**src/rtl/syncmon_pkg.sv**
```systemverilog
package syncmon_pkg;

  // strobes from control to datapath
  typedef struct packed {
    logic hStart;
    logic hLatch;
    logic vStart;
    logic vLatch;
  } measStrobe_t;

  localparam int FLAG_N    = 7;
  localparam int FLG_HFREQ = 0;
  localparam int FLG_VFREQ = 1;
  localparam int FLG_HPRES = 2;
  localparam int FLG_VPRES = 3;
  localparam int FLG_HPOL  = 4;
  localparam int FLG_VPOL  = 5;
  localparam int FLG_VEDGE = 6;

endpackage

```
**src/rtl/sync_chan_track.sv**
```systemverilog
// One sync channel: filter, duty-based polarity, active edge, presence.
module sync_chan_track #(
  parameter int DUTY_W   = 16,
  parameter int PRES_SET = 1200,
  parameter int PRES_CLR = 1200000
) (
  input  logic clk,
  input  logic rstN,
  input  logic syncIn,
  output logic polNeg,
  output logic present,
  output logic activeEdge,
  output logic polChg,
  output logic presChg
);
  localparam int GAP_W = $clog2(PRES_CLR + 1);
  localparam logic [GAP_W-1:0] SET_LIM = GAP_W'(PRES_SET);
  localparam logic [GAP_W-1:0] CLR_LIM = GAP_W'(PRES_CLR);

  logic [2:0]        syncSh;
  logic              filt, filtD;
  logic              rise, fall, polNext, presSet, presClr;
  logic [DUTY_W-1:0] runLen, highLen;
  logic [GAP_W-1:0]  gap;

  // two-flop synchronizer plus a stage that demands two equal samples
  always_ff @(posedge clk or negedge rstN) begin
    if (!rstN) begin
      syncSh <= '0;
      filt   <= 1'b0;
      filtD  <= 1'b0;
    end else begin
      syncSh <= {syncSh[1:0], syncIn};
      if (syncSh[1] == syncSh[2]) filt <= syncSh[1];
      filtD <= filt;
    end
  end

  assign rise       = filt & ~filtD;
  assign fall       = ~filt & filtD;
  assign polNext    = (highLen > runLen);
  assign polChg     = rise && (polNext != polNeg);
  assign activeEdge = polNeg ? fall : rise;
  assign presSet    = activeEdge && (gap < SET_LIM);
  assign presClr    = !activeEdge && (gap == CLR_LIM);
  assign presChg    = (presSet && !present) || (presClr && present);

  // phase length measurement and polarity decision
  always_ff @(posedge clk or negedge rstN) begin
    if (!rstN) begin
      runLen  <= '0;
      highLen <= '0;
      polNeg  <= 1'b0;
    end else begin
      if (rise || fall)   runLen <= '0;
      else if (~&runLen)  runLen <= runLen + 1'b1;
      if (fall) highLen <= runLen;
      if (rise) polNeg  <= polNext;
    end
  end

  // presence: interval since the last active edge
  always_ff @(posedge clk or negedge rstN) begin
    if (!rstN) begin
      gap     <= '0;
      present <= 1'b0;
    end else begin
      if (activeEdge)          gap <= '0;
      else if (gap != CLR_LIM) gap <= gap + 1'b1;
      if (presSet)      present <= 1'b1;
      else if (presClr) present <= 1'b0;
    end
  end

endmodule

```
**src/rtl/sync_period_counter.sv**
```systemverilog
// Prescaled interval counter with saturation, overflow and latch.
module sync_period_counter #(
  parameter int DIV   = 6,
  parameter int W     = 14,
  parameter int START = 0
) (
  input  logic         clk,
  input  logic         rstN,
  input  logic         start,
  input  logic         latch,
  output logic [W:0]   result,
  output logic         changed
);
  localparam int PW = (DIV > 1) ? $clog2(DIV) : 1;
  localparam logic [PW-1:0] PRE_LAST = PW'(DIV - 1);
  localparam logic [W-1:0]  CNT_INIT = W'(START);

  logic [PW-1:0] pre;
  logic [W-1:0]  cnt;
  logic          ovf;

  assign changed = latch && (({ovf, cnt} != result) || ovf);

  always_ff @(posedge clk or negedge rstN) begin
    if (!rstN) begin
      pre <= '0;
      cnt <= '0;
      ovf <= 1'b0;
    end else if (start) begin
      pre <= '0;
      cnt <= CNT_INIT;
      ovf <= 1'b0;
    end else if (pre == PRE_LAST) begin
      pre <= '0;
      if (&cnt) ovf <= 1'b1;
      else      cnt <= cnt + 1'b1;
    end else begin
      pre <= pre + 1'b1;
    end
  end

  always_ff @(posedge clk or negedge rstN) begin
    if (!rstN)      result <= '0;
    else if (latch) result <= {ovf, cnt};
  end

endmodule

```
**src/rtl/sync_meas_datapath.sv**
```systemverilog
module sync_meas_datapath
  import syncmon_pkg::*;
#(
  parameter int HDIV   = 6,
  parameter int VDIV   = 192,
  parameter int HCNT_W = 14,
  parameter int VCNT_W = 12
) (
  input  logic              clk,
  input  logic              rstN,
  input  measStrobe_t       strobe,
  output logic [HCNT_W:0]   hCount,
  output logic [VCNT_W:0]   vCount,
  output logic              hChanged,
  output logic              vChanged
);

  // line window counts from zero, giving ideal minus one
  sync_period_counter #(.DIV(HDIV), .W(HCNT_W), .START(0)) i_hCnt (
    .clk(clk), .rstN(rstN), .start(strobe.hStart), .latch(strobe.hLatch),
    .result(hCount), .changed(hChanged)
  );

  // frame counts from one, giving the rounded-up tick count
  sync_period_counter #(.DIV(VDIV), .W(VCNT_W), .START(1)) i_vCnt (
    .clk(clk), .rstN(rstN), .start(strobe.vStart), .latch(strobe.vLatch),
    .result(vCount), .changed(vChanged)
  );

endmodule

```
**src/rtl/sync_meas_ctrl.sv**
```systemverilog
module sync_meas_ctrl
  import syncmon_pkg::*;
#(
  parameter int HLINES    = 64,
  parameter int DUTY_W    = 16,
  parameter int HPRES_SET = 1200,
  parameter int HPRES_CLR = 1200000,
  parameter int VPRES_SET = 300000,
  parameter int VPRES_CLR = 1200000
) (
  input  logic              clk,
  input  logic              rstN,
  input  logic              hSyncIn,
  input  logic              vSyncIn,
  input  logic              flagWr,
  input  logic [FLAG_N-1:0] flagWrData,
  input  logic              hChanged,
  input  logic              vChanged,
  output measStrobe_t       strobe,
  output logic              hPresent,
  output logic              vPresent,
  output logic              hPolNeg,
  output logic              vPolNeg,
  output logic [FLAG_N-1:0] irqFlags
);
  localparam int LW = (HLINES > 1) ? $clog2(HLINES) : 1;
  localparam logic [LW-1:0] LINE_LAST = LW'(HLINES - 1);

  logic hActive, vActive, hPolChg, vPolChg, hPresChg, vPresChg;
  logic hArmed, vArmed, hWrap;
  logic [LW-1:0]     lineCnt;
  logic [FLAG_N-1:0] setVec, clrMask;

  sync_chan_track #(.DUTY_W(DUTY_W), .PRES_SET(HPRES_SET), .PRES_CLR(HPRES_CLR)) i_hTrack (
    .clk(clk), .rstN(rstN), .syncIn(hSyncIn), .polNeg(hPolNeg), .present(hPresent),
    .activeEdge(hActive), .polChg(hPolChg), .presChg(hPresChg)
  );

  sync_chan_track #(.DUTY_W(DUTY_W), .PRES_SET(VPRES_SET), .PRES_CLR(VPRES_CLR)) i_vTrack (
    .clk(clk), .rstN(rstN), .syncIn(vSyncIn), .polNeg(vPolNeg), .present(vPresent),
    .activeEdge(vActive), .polChg(vPolChg), .presChg(vPresChg)
  );

  // window sequencing: the first active edge arms, later ones measure
  assign hWrap         = hArmed && (lineCnt == LINE_LAST);
  assign strobe.hStart = hActive && (hWrap || !hArmed);
  assign strobe.hLatch = hActive && hWrap;
  assign strobe.vStart = vActive;
  assign strobe.vLatch = vActive && vArmed;

  always_ff @(posedge clk or negedge rstN) begin
    if (!rstN) begin
      hArmed  <= 1'b0;
      vArmed  <= 1'b0;
      lineCnt <= '0;
    end else begin
      if (hActive) begin
        hArmed <= 1'b1;
        if (hWrap || !hArmed) lineCnt <= '0;
        else                  lineCnt <= lineCnt + 1'b1;
      end
      if (vActive) vArmed <= 1'b1;
    end
  end

  // sticky flags, set has priority over a write-zero clear
  always_comb begin
    setVec            = '0;
    setVec[FLG_HFREQ] = hChanged;
    setVec[FLG_VFREQ] = vChanged;
    setVec[FLG_HPRES] = hPresChg;
    setVec[FLG_VPRES] = vPresChg;
    setVec[FLG_HPOL]  = hPolChg;
    setVec[FLG_VPOL]  = vPolChg;
    setVec[FLG_VEDGE] = vActive;
    clrMask           = flagWr ? ~flagWrData : '0;
  end

  always_ff @(posedge clk or negedge rstN) begin
    if (!rstN) irqFlags <= '0;
    else       irqFlags <= (irqFlags & ~clrMask) | setVec;
  end

endmodule

```
**src/rtl/sync_meas_unit.sv**
```systemverilog
module sync_meas_unit #(
  parameter int HDIV      = 6,
  parameter int VDIV      = 192,
  parameter int HCNT_W    = 14,
  parameter int VCNT_W    = 12,
  parameter int HLINES    = 64,
  parameter int DUTY_W    = 16,
  parameter int HPRES_SET = 1200,
  parameter int HPRES_CLR = 1200000,
  parameter int VPRES_SET = 300000,
  parameter int VPRES_CLR = 1200000
) (
  input  logic              clk,
  input  logic              rstN,
  input  logic              hSyncIn,
  input  logic              vSyncIn,
  input  logic              flagWr,
  input  logic [6:0]        flagWrData,
  output logic [HCNT_W:0]   hCount,
  output logic [VCNT_W:0]   vCount,
  output logic              hPresent,
  output logic              vPresent,
  output logic              hPolNeg,
  output logic              vPolNeg,
  output logic [6:0]        irqFlags
);
  syncmon_pkg::measStrobe_t strobe;
  logic hChanged, vChanged;

  sync_meas_ctrl #(
    .HLINES(HLINES), .DUTY_W(DUTY_W),
    .HPRES_SET(HPRES_SET), .HPRES_CLR(HPRES_CLR),
    .VPRES_SET(VPRES_SET), .VPRES_CLR(VPRES_CLR)
  ) i_ctrl (
    .clk(clk), .rstN(rstN), .hSyncIn(hSyncIn), .vSyncIn(vSyncIn),
    .flagWr(flagWr), .flagWrData(flagWrData),
    .hChanged(hChanged), .vChanged(vChanged), .strobe(strobe),
    .hPresent(hPresent), .vPresent(vPresent),
    .hPolNeg(hPolNeg), .vPolNeg(vPolNeg), .irqFlags(irqFlags)
  );

  sync_meas_datapath #(
    .HDIV(HDIV), .VDIV(VDIV), .HCNT_W(HCNT_W), .VCNT_W(VCNT_W)
  ) i_dp (
    .clk(clk), .rstN(rstN), .strobe(strobe),
    .hCount(hCount), .vCount(vCount),
    .hChanged(hChanged), .vChanged(vChanged)
  );

endmodule

```
**config.mk**
```make
export PLATFORM = sky130hd
export DESIGN_NAME = sync_meas_unit
export DESIGN_NICKNAME = d
export VERILOG_FILES = /design/src/rtl/syncmon_pkg.sv /design/src/rtl/sync_chan_track.sv /design/src/rtl/sync_period_counter.sv /design/src/rtl/sync_meas_datapath.sv /design/src/rtl/sync_meas_ctrl.sv /design/src/rtl/sync_meas_unit.sv
export SDC_FILE = /design/constraint.sdc
export NUM_CORES = 1
export LEC_CHECK = 0
export CAP_MARGIN = 20
export CORE_MARGIN = 4
export CORE_UTILIZATION = 30
export CTS_CLUSTER_DIAMETER = 100
export DETAILED_ROUTE_END_ITERATION = 10
export PLACE_DENSITY = 0.42
export SYNTH_ARGS = -nofsm -noshare
export SYNTH_HDL_FRONTEND = slang
export SYNTH_SLANG_ARGS = --single-unit
```
**constraint.sdc**
```tcl
create_clock -name clk -period 2.2 [get_ports clk]
set_input_delay 0.44 -clock clk [delete_from_list [all_inputs] [get_ports clk]]
set_output_delay 0.44 -clock clk [all_outputs]
set_load 0.01 [all_outputs]
```
Word level (Yosys, flattened, before mapping)
Cells that the tools add are included.
{"block": "classes", "addsub": 9, "order_cmp": 4, "eq_ne": 17, "n_mux": 32, "bitwise_logic": 12, "reduce_logical": 44}
{"cell": "two-way mux 21 bit", "n": 4}
{"cell": "two-way mux 16 bit", "n": 4}
{"cell": "adder 21 x 1 -> 21 bit, second input constant", "n": 2}
{"cell": "== test 21 bit, second input constant", "n": 2}
{"cell": "two-way mux 14 bit", "n": 3}
{"cell": "inequality test 21 bit, second input constant", "n": 2}
{"cell": "two-way mux 12 bit", "n": 3}
{"cell": "adder 16 x 1 -> 16 bit, second input constant", "n": 2}
{"cell": "greater-than comparator 16 bit", "n": 2}
{"cell": "AND reduction 16 bit", "n": 2}
{"cell": "less-than comparator 21 x 11 -> 1 bit, second input constant", "n": 1}
{"cell": "less-than comparator 21 x 19 -> 1 bit, second input constant", "n": 1}
{"cell": "logical AND 1 bit", "n": 16}
{"cell": "two-way mux 8 bit", "n": 2}
{"cell": "nonzero test 2 bit", "n": 8}
{"cell": "inequality test 15 bit", "n": 1}
{"cell": "adder 14 x 1 -> 14 bit, second input constant", "n": 1}
{"cell": "NOT 7 bit", "n": 2}
{"cell": "AND reduction 14 bit", "n": 1}
{"cell": "inequality test 13 bit", "n": 1}
{"cell": "adder 12 x 1 -> 12 bit, second input constant", "n": 1}
{"cell": "two-way mux 1 bit", "n": 12}
{"cell": "AND reduction 12 bit", "n": 1}
{"cell": "adder 8 x 1 -> 8 bit, second input constant", "n": 1}
{"cell": "18 further kinds", "n": 43}
{"block": "word_totals", "ff_bits": 202, "input_bits": 12, "out_inout_bits": 39}

Longest topological paths before layout
Gate-level depths: netlist of run 1.
{"block": "logic_depth", "depth_word": 8, "mapped_depth": 11, "depth_no_buf": 8}

Modules after synthesis
From an unflattened synthesis of run 1, not the netlist that was laid out.
{"block": "hier_totals", "cells_unflattened": 1037, "hier_area_um2": 10737.8}
{"mod": "sync_chan_track at i_ctrl.i_vTrack", "n_inst": 1, "cells_each": 332, "area_each_um2": 3319.4}
{"mod": "sync_chan_track at i_ctrl.i_hTrack", "n_inst": 1, "cells_each": 327, "area_each_um2": 3261.9}
{"mod": "sync_period_counter at i_dp.i_hCnt", "n_inst": 1, "cells_each": 159, "area_each_um2": 1747.9}
{"mod": "sync_period_counter at i_dp.i_vCnt", "n_inst": 1, "cells_each": 154, "area_each_um2": 1704.1}
{"mod": "sync_meas_ctrl", "n_inst": 1, "cells_each": 65, "area_each_um2": 704.4}

Least setup slack after synthesis of run 1
No wires, ideal clock.
{"block": "synth_path", "path_kind": "register to register", "startpoint": "reg i_ctrl.i_hTrack.filt", "endpoint": "reg i_dp.i_hCnt.result[10]", "setup_ns": 0.125, "arrival_time_ns": 1.938, "required_ns": 2.075, "slack_ns": 0.136, "stages_incl_launch_ff": 11, "path_cell_list": "dfrtp_1 -> inv_1 -> ha_1 -> buf_2 -> a21o_1 -> buf_6 -> nand2_2 -> or3_1 -> buf_6 -> buf_6 -> mux2_4"}
{"block": "synth_via", "elab_chain_cells": 4, "word_cells_on_any_way": 5}
{"element": "from (decl)", "line_no": "sync_chan_track.sv:21", "text": "logic filt, filtD;"}
{"element": "from (signal assigned)", "line_no": "sync_chan_track.sv:34", "text": "if (syncSh[1] == syncSh[2]) filt <= syncSh[1];"}
{"element": "NOT 1 bit", "line_no": "sync_chan_track.sv:40", "text": "assign fall = ~filt & filtD;"}
{"element": "bitwise AND 1 bit", "line_no": "sync_chan_track.sv:40"}
{"element": "named net i_ctrl.i_hTrack.fall", "line_no": "sync_chan_track.sv:22", "text": "logic rise, fall, polNext, presSet, presClr;"}
{"element": "two-way mux 1 bit", "line_no": "sync_chan_track.sv:43", "text": "assign activeEdge = polNeg ? fall : rise;"}
{"element": "logical AND 1 bit", "line_no": "sync_meas_ctrl.sv:47", "text": "assign strobe.hLatch = hActive && hWrap;"}
{"element": "to (signal assigned)", "line_no": "sync_period_counter.sv:44", "text": "else if (latch) result <= {ovf, cnt};"}
{"element": "to (decl)", "line_no": "sync_period_counter.sv:11", "text": "output logic [W:0] result,"}
The timed path passes the listed nets, and every way through them passes these cells.
A chain may end at the register's enable or synchronous reset.

Worst setup path after layout of run 1
{"block": "layout_path", "startpoint": "reg i_ctrl.i_vTrack.runLen[13]", "endpoint": "reg i_ctrl.irqFlags[5]"}
{"block": "layout_via", "elab_chain_cells": 4}
{"element": "from (decl)", "line_no": "sync_chan_track.sv:23", "text": "logic [DUTY_W-1:0] runLen, highLen;"}
{"element": "from (signal assigned)", "line_no": "sync_chan_track.sv:56", "text": "else if (~&runLen) runLen <= runLen + 1'b1;"}
{"element": "greater-than comparator 16 bit", "line_no": "sync_chan_track.sv:41", "text": "assign polNext = (highLen > runLen);"}
{"element": "inequality test 1 bit", "line_no": "sync_chan_track.sv:42", "text": "assign polChg = rise && (polNext != polNeg);"}
{"element": "logical AND 1 bit", "line_no": "sync_chan_track.sv:42"}
{"element": "OR 7 bit", "line_no": "sync_meas_ctrl.sv:81", "text": "else irqFlags <= (irqFlags & ~clrMask) | setVec;"}
{"element": "to (signal assigned)", "line_no": "sync_meas_ctrl.sv:81"}
{"element": "to (decl)", "line_no": "sync_meas_ctrl.sv:24", "text": "output logic [FLAG_N-1:0] irqFlags"}
Every way passes these cells.

==> qor.yml, run 1 <==
gr-total-overflow: 0
postSynthCellCount: 985
placement.setup.worst_slack_ns: -0.0337
finalWorstSetupSlack_ns: 0.133
synth.avg_cell_area_um2: 10.3
num_antenna_cells: 0
cts_sinks: 202
timing_hold_violations_final: 0
cts_buffer_depth: 3
fin_area_um2: 12400
hold-worst-slack_ns: 0.354
share_of_synthesized_flip_flops_with_an_asynchronous_set_or_reset_pct: 100
drcViolationCount: 0
initial_core_util_pct: 30.3
tritoncts: "done"
synth.top_cells.by_area: "dfrtp_1 (50%), xnor2_1 (6.1%), ha_1 (5.7%), mux2_2 (5.4%), nor2_1 (4.6%)"
worstReg2RegStart: "i_ctrl.i_vTrack.runLen[13]$_DFFE_PN0P_"
gr-usage-met3_pct: 2.00
fin_worst_skew_ns: 0.00913
timing_worst_setup_path_type: "flop to flop"
average_detailed_routed_wire_length_per_instance_um: 14.3
power_density_nw_per_um2: 884
drtPass1Iterations: 4
grt_antenna_before_repair: 0
setup.worst_path.end_class: "flop"
utilization_pct: 37.2
groute.usage.overall_pct: 12.5
synth_cell_type_count: 57
cp_max_fo: 5
worstSetupStartpointType: "flop"
design.final.nets: 1154
vdd.ir_drop.worst_mv: 0.519
netlist.area_leader.share_pct: 49.9
maximum_number_of_pins_on_one_net_before_global_route_repair: 51
row_count: 67
synth.cell_area_um2: 10100
first_global_vias: 7388
endpoint_arrival_time_on_the_critical_path_ns: 2.51
total_power_uw: 11000
maxSlewViolCount: 0
placed_area_um2: 11500
clk_pin_slew_ns: 0.06
grt.met1_usage_pct: 18.6
clk_latency_ns: 0.52
numCtsBuffers: 26
maxClockFrequency_ghz: 0.484
met2_track_utilization_from_global_routing_pct: 19.1
worstHoldPathType: "primary input to flop"
first_pass_grt_wire_length_mm: 38.4
p_leak_uw: 0.00562
crit_start: "i_ctrl.i_vTrack.runLen[13]$_DFFE_PN0P_"
period_minus_slack_ns: 2.07
synth_seq_cells: 202
synth_flop_cell: "dfrtp_1"
placeable_core_region_um2: 33400
finalSetupViolCount: 0
yosysSeqAreaShare_pct: 49.9
rsz0062_at_grt: "no"
layout.filler_cells: 3378
buffer_ports.inserted: 50
yosysMostFrequentCell: "dfrtp_1"
global_route.peak_usage_layer: "met2"
ys_warn_count: 0
height_of_the_die_um: 192
design.portCount: 51
post-route-period-util_pct: 94.0
syn_nets: 1043
max_cap_violations: 0
clk_root_buffer_cell: "clkbuf_16"
slew-limit-headroom_pct: 57.5
finalWeightedCongestion: 0.728
detail_route.iter0.violations: 344
total_via_count_after_detailed_routing: 7270
die_width_um: 192
route.detailed.vias_per_inst: 4.65
area_delta_synth_final_pct: 22.8
overall_routed_net_length_mm: 22.4
detail-route-antenna-nets: 0
number_of_synthesized_flops_with_an_enable_pin: 0
tightestPinTransition_ns: 0.636
htree_num_levels: 1
hold_path_startpoint: "vSyncIn"
run_status: "complete, no violations"
die_area_um2: 36800
cp.required_ns: 2.64
drive_gt1_share_pct: 15.9
yosys.area.top_type: "dfrtp_1"
place_hpwl_mm: 15.5
yosys-top-cells-count: "dfrtp_1 (202), nor2_1 (123), xnor2_1 (70)"
==> where the power goes <==
part / internal (µW) / switching (µW)
Sequential: 4120 / 372
Clock: 2670 / 1620
Combinational: 1040 / 1180
Total: 7830 / 3170
==> final cells by class <==
class / count / area (µm²) / share of cell area (%)
clock buffer: 38 / 777 / 6.24
clock inverter: 10 / 103 / 0.824
inverter: 60 / 225 / 1.81
multi-input combinational: 699 / 4750 / 38.1
sequential: 202 / 5060 / 40.6
tap: 448 / 561 / 4.50
timing repair buffer: 107 / 977 / 7.85
==> cells in the final DEF, fill, tap and decap left out, types with 34 or more instances in the layout <==
cell	instances
nor2_1	122
nand2_1	60
o21ai_0	44
inv_1	58
xnor2_1	70
nand3_1	50
xor2_1	37
ha_1	46
a21oi_1	34
dfrtp_1	200
mux2_2	49
buf_4	52
clkdlybuf4s50_1	49
==> state kept, by name, indices dropped and copies added (netlist names), 3 cells and up <==
register,flops
i_ctrl.i_hTrack.gap,21
i_ctrl.i_hTrack.highLen,16
i_ctrl.i_hTrack.runLen,16
i_ctrl.i_hTrack.syncSh,3
i_ctrl.i_vTrack.gap,21
i_ctrl.i_vTrack.highLen,16
i_ctrl.i_vTrack.runLen,16
i_ctrl.i_vTrack.syncSh,3
i_ctrl.irqFlags,7
i_ctrl.lineCnt,6
i_dp.i_hCnt.cnt,14
i_dp.i_hCnt.pre,3
i_dp.i_hCnt.result,15
i_dp.i_vCnt.cnt,12
i_dp.i_vCnt.pre,8
i_dp.i_vCnt.result,13
==> critical path: stages, from the launching register on <==
cell and delay [ns]:
dfrtp_1 0.40, inv_1 0.09, ha_1 0.30, nand4_1 0.19
a2111o_1 0.43, o211ai_1 0.13, mux2_2 0.36, o211ai_1 0.09
==> per-stage QoR <==
stage / TNS (ns) / cells
2_1_floorplan: 0 / 985
3_3_place_gp: -0.000476 / 1511
3_5_place_dp: -0.149 / 1511
4_1_cts: 0 / 1560
5_1_grt: 0 / 1564
6_report: 0 / 1564
==> worst paths after layout <==
kind / end / slack [ns] / cells after the start
hold / removal: i_ctrl.i_vTrack.syncSh[0]$_DFF_PN0_ / 0.35 / 1
max in group asynchronous: i_dp.i_hCnt.result[5]$_DFFE_PN0P_ / 1.14 / 3
min in group asynchronous: i_dp.i_vCnt.result[10]$_DFFE_PN0P_ / 0.43 / 2
setup / recovery: i_ctrl.irqFlags[5]$_DFF_PN0_ / 0.13 / 7
setup reg to reg: i_ctrl.irqFlags[5]$_DFF_PN0_ / 0.13 / 7
hold reg to reg: i_ctrl.i_hTrack.syncSh[1]$_DFF_PN0_ / 0.36 / 0
==> logic make-up after synthesis <==
| kind of cell | after synthesis | share of synthesized area [%] |
|---|---|---|
| AOI/OAI and AO/OA | 110 | 6.36 |
| and+or+nand+nor | 373 | 18.3 |
| xor gates and xnor gates | 107 | 9.25 |
| adders and majority gates | 48 | 5.88 |
| buffers and inverters | 84 | 3.40 |
| muxes | 61 | 6.98 |
| DFF | 202 | 49.9 |
==> metal layers <==
metal | wire [µm] | vias up
met2 | 9750 | 61
met4 | 391 | 0
met3 | 620 | 33
met5 | 0 | -
li1 | - | 3634
met1 | 11600 | 3542
==> timing repair <==
action,in CTS,in global routing
endpoints found under the setup margin,5,14
hold buffers,1,0
gates resized for setup,1,9
pin swaps,0,3
hold endpoints to repair,45,0
setup buffers,0,4
(Power assumes the default switching activity.)
==> run 2, diff against run 1 <==
--- a/config.mk
+++ b/config.mk
@@ -10,7 +10,7 @@
 export CORE_UTILIZATION = 30
 export CTS_CLUSTER_DIAMETER = 100
 export DETAILED_ROUTE_END_ITERATION = 10
-export PLACE_DENSITY = 0.42
+export PLACE_DENSITY = 0.43
 export SYNTH_ARGS = -nofsm -noshare
 export SYNTH_HDL_FRONTEND = slang
 export SYNTH_SLANG_ARGS = --single-unit
==> constraint.sdc (replaced) <==
create_clock -name clk -period 1.8 [get_ports clk]
set_input_delay 0.36 -clock clk [delete_from_list [all_inputs] [get_ports clk]]
set_output_delay 0.36 -clock clk [all_outputs]
set_load 0.01 [all_outputs]
==> qor.yml, run 2 (synthesized netlist as in run 1, its figures left out) <==
run_status: "complete, but fails checks"  # was complete, no violations
violated_checks: "setup timing"
first_global_vias: 7850  # was 7,388
final_common_cell: "dfrtp_1"  # unchanged
max_cap_violations: 0  # unchanged
maxClockFrequency_ghz: 0.513  # was 0.484 GHz
timing_hold_violations_final: 0  # unchanged
average_detailed_routed_wire_length_per_instance_um: 14.1  # was 14.3 µm
die_width_um: 192  # unchanged
route.detailed.vias_per_inst: 4.61  # was 4.65
cp.required_ns: 2.20  # was 2.64 ns
p_leak_uw: 0.00660  # was 0.00562 µW
rsz0062_at_grt: "yes"  # was no
setup.worst_path.end_class: "flop"  # unchanged
first_pass_grt_wire_length_mm: 39.8  # was 38.4 mm
fin_worst_skew_ns: 0.00969  # was 0.00913 ns
place_hpwl_mm: 16.8  # was 15.5 mm
placement.setup.worst_slack_ns: -0.197  # was -0.0337 ns
finalSetupViolCount: 18  # was 0
power_density_nw_per_um2: 996  # was 884 nW/µm²
area_of_combinational_cells_with_multiple_inputs_um2: 5270  # was 4750 µm²
cp_max_fo: 4  # was 5
buffer_ports.inserted: 50  # unchanged
finalWorstSetupSlack_ns: -0.148  # was 0.133 ns
cts_buffer_depth: 3  # unchanged
design.final.nets: 1296  # was 1,154
initial_core_util_pct: 30.3  # unchanged
maximum_number_of_pins_on_one_net_before_global_route_repair: 49  # was 51
gr-total-overflow: 0  # unchanged
post-route-period-util_pct: 108  # was 94.0%
grt_antenna_before_repair: 0  # unchanged
maxSlewViolCount: 0  # unchanged
hold_path_startpoint: "vSyncIn"  # unchanged
layout.filler_cells: 3300  # was 3,378
detail-route-antenna-nets: 0  # unchanged
groute.usage.overall_pct: 13.0  # was 12.5%
total_power_uw: 14000  # was 11,000 µW
path_cells: "inv_1, ha_2, nor2b_4, a21o_1, nand2_2, or3_4, clkbuf_16, mux2_4"  # was inv_1, ha_1, nand4_1, a2111o_1, o211ai_1, mux2_2, o211ai_1
placeable_core_region_um2: 33400  # unchanged
overall_routed_net_length_mm: 24.1  # was 22.4 mm
leading_cell_types_in_the_layout_fill_and_taps_excluded: "dfrtp_1 (198), buf_4 (185), nor2_1 (119)"  # was dfrtp_1 (200), nor2_1 (122), xnor2_1 (70)
num_antenna_cells: 0  # unchanged
die_area_um2: 36800  # unchanged
tritoncts: "done"  # unchanged
area_delta_synth_final_pct: 38.8  # was 22.8%
height_of_the_die_um: 192  # unchanged
r2r-end: "i_dp.i_hCnt.result[10]$_DFFE_PN0P_"  # was i_ctrl.irqFlags[5]$_DFF_PN0_
r2r_slack_ns: -0.15  # was 0.13 ns
design.portCount: 51  # unchanged
detail_route.iter0.violations: 310  # was 344
tns_ns: -2.15  # was 0 ns
final-seq-area_um2: 5060  # about the same
worstHoldPathType: "primary input to flop"  # unchanged
numCtsBuffers: 25  # was 26
tightestPinTransition_ns: 0.421  # was 0.636 ns
row_count: 67  # unchanged
worstReg2RegStart: "i_ctrl.i_hTrack.filtD$_DFF_PN0_"  # was i_ctrl.i_vTrack.runLen[13]$_DFFE_PN0P_
timing_worst_setup_path_type: "flop to flop"  # unchanged
clk_latency_ns: 0.52  # about the same
crit_start: "i_ctrl.i_hTrack.filtD$_DFF_PN0_"  # was i_ctrl.i_vTrack.runLen[13]$_DFFE_PN0P_
total_via_count_after_detailed_routing: 7856  # was 7,270
critPathMaxStageDelay_ns: 0.39  # was 0.43 ns
largest_registers: "i_ctrl.i_hTrack.gap (21), i_ctrl.i_vTrack.gap (21)"  # unchanged
finalWeightedCongestion: 0.775  # was 0.728
end_point_of_the_most_critical_hold_path: "i_ctrl.i_vTrack.syncSh[0]$_DFF_PN0_"  # unchanged
vdd.ir_drop.worst_mv: 0.648  # was 0.519 mV
endpoint_arrival_time_on_the_critical_path_ns: 2.35  # was 2.51 ns
drive_gt1_share_pct: 31.5  # was 15.9%
worstSetupStartpointType: "flop"  # unchanged
timing.critical_path.slowest_stage_cell: "or3_4"  # was a2111o_1
reg2regPathDepth: 8  # was 7
hold_path_depth: 1  # unchanged
drtPass1Iterations: 4  # unchanged
slew-limit-headroom_pct: 71.9  # was 57.5%
cts_sinks: 202  # unchanged
hold-worst-slack_ns: 0.280  # was 0.354 ns
htree_num_levels: 1  # unchanged
drcViolationCount: 0  # unchanged
clk_pin_slew_ns: 0.06  # about the same
period_minus_slack_ns: 1.95  # was 2.07 ns
clk_root_buffer_cell: "clkbuf_16"  # unchanged
==> run 2: power breakdown <==
| group | internal [µW] | leakage [µW] | switching (µW) |
|---|---|---|---|
| logic | 1750 | 0.00348 | 1760 |
| registers | 5030 | 0.00271 | 372 |
| clock network | 3180 | 0.000414 | 1920 |
| total | 9960 | 0.00660 | 4060 |
==> run 2: stage by stage <==
stage / std cells / area, µm² / util (%)
2_1_floorplan: 985 / 10200 / -
3_3_place_gp: 1627 / 12400 / 37.2
3_5_place_dp: 1627 / 12400 / 37.2
4_1_cts: 1681 / 13400 / 40.1
5_1_grt: 1703 / 14100 / 42.0
6_report: 1703 / 14100 / 42.0
==> run 2: worst max path at each step <==
stage               cells after the start  slack (ns)                                 end
detailed placement                      8       -0.20        i_ctrl.irqFlags[4]$_DFF_PN0_
finish                                  8       -0.15  i_dp.i_hCnt.result[10]$_DFFE_PN0P_
floorplan                              10       -0.21  i_dp.i_hCnt.result[10]$_DFFE_PN0P_
CTS                                     8       -0.15        i_ctrl.irqFlags[4]$_DFF_PN0_
global placement                        8       -0.16        i_ctrl.irqFlags[4]$_DFF_PN0_
global route                            8       -0.29        i_ctrl.irqFlags[4]$_DFF_PN0_
==> run 2: repair_timing <==
item | 4_1_cts | 5_1_grt
endpoints found under the hold margin | 42 | 0
hold buffers | 1 | 0
gates cloned | 1 | 2
setup buffers | 8 | 21
gates resized for setup | 51 | 98
pin swaps | 12 | 35
endpoints found under the setup margin | 64 | 76
==> run 2: metal layers <==
metal / global-route usage (%) / vias up / routed length [µm]
met4: 2.96 / 0 / 444
met3: 1.85 / 27 / 708
li1: - / 3926 / -
met5: 0 / - / 0
met2: 21.1 / 73 / 11100
met1: 18.6 / 3830 / 11800
==> run 2: critical path: cells and delay by family (launching register included) <==
| family | cells | cell delay [ns] |
|---|---|---|
| simple gates | 3 | 0.62 |
| flops | 1 | 0.38 |
| compound gates | 1 | 0.13 |
| buf+inv | 2 | 0.24 |
| mux | 1 | 0.29 |
| fa+ha+maj | 1 | 0.17 |
==> run 2: layout make-up <==
type | count | area share, %
clock inverters | 8 | 0.845
multi-input cells | 699 | 37.5
repair buffers | 250 | 15.0
inverters | 60 | 1.60
flip-flops and latches | 202 | 36.0
well taps | 448 | 3.99
clock buffers | 36 | 5.10
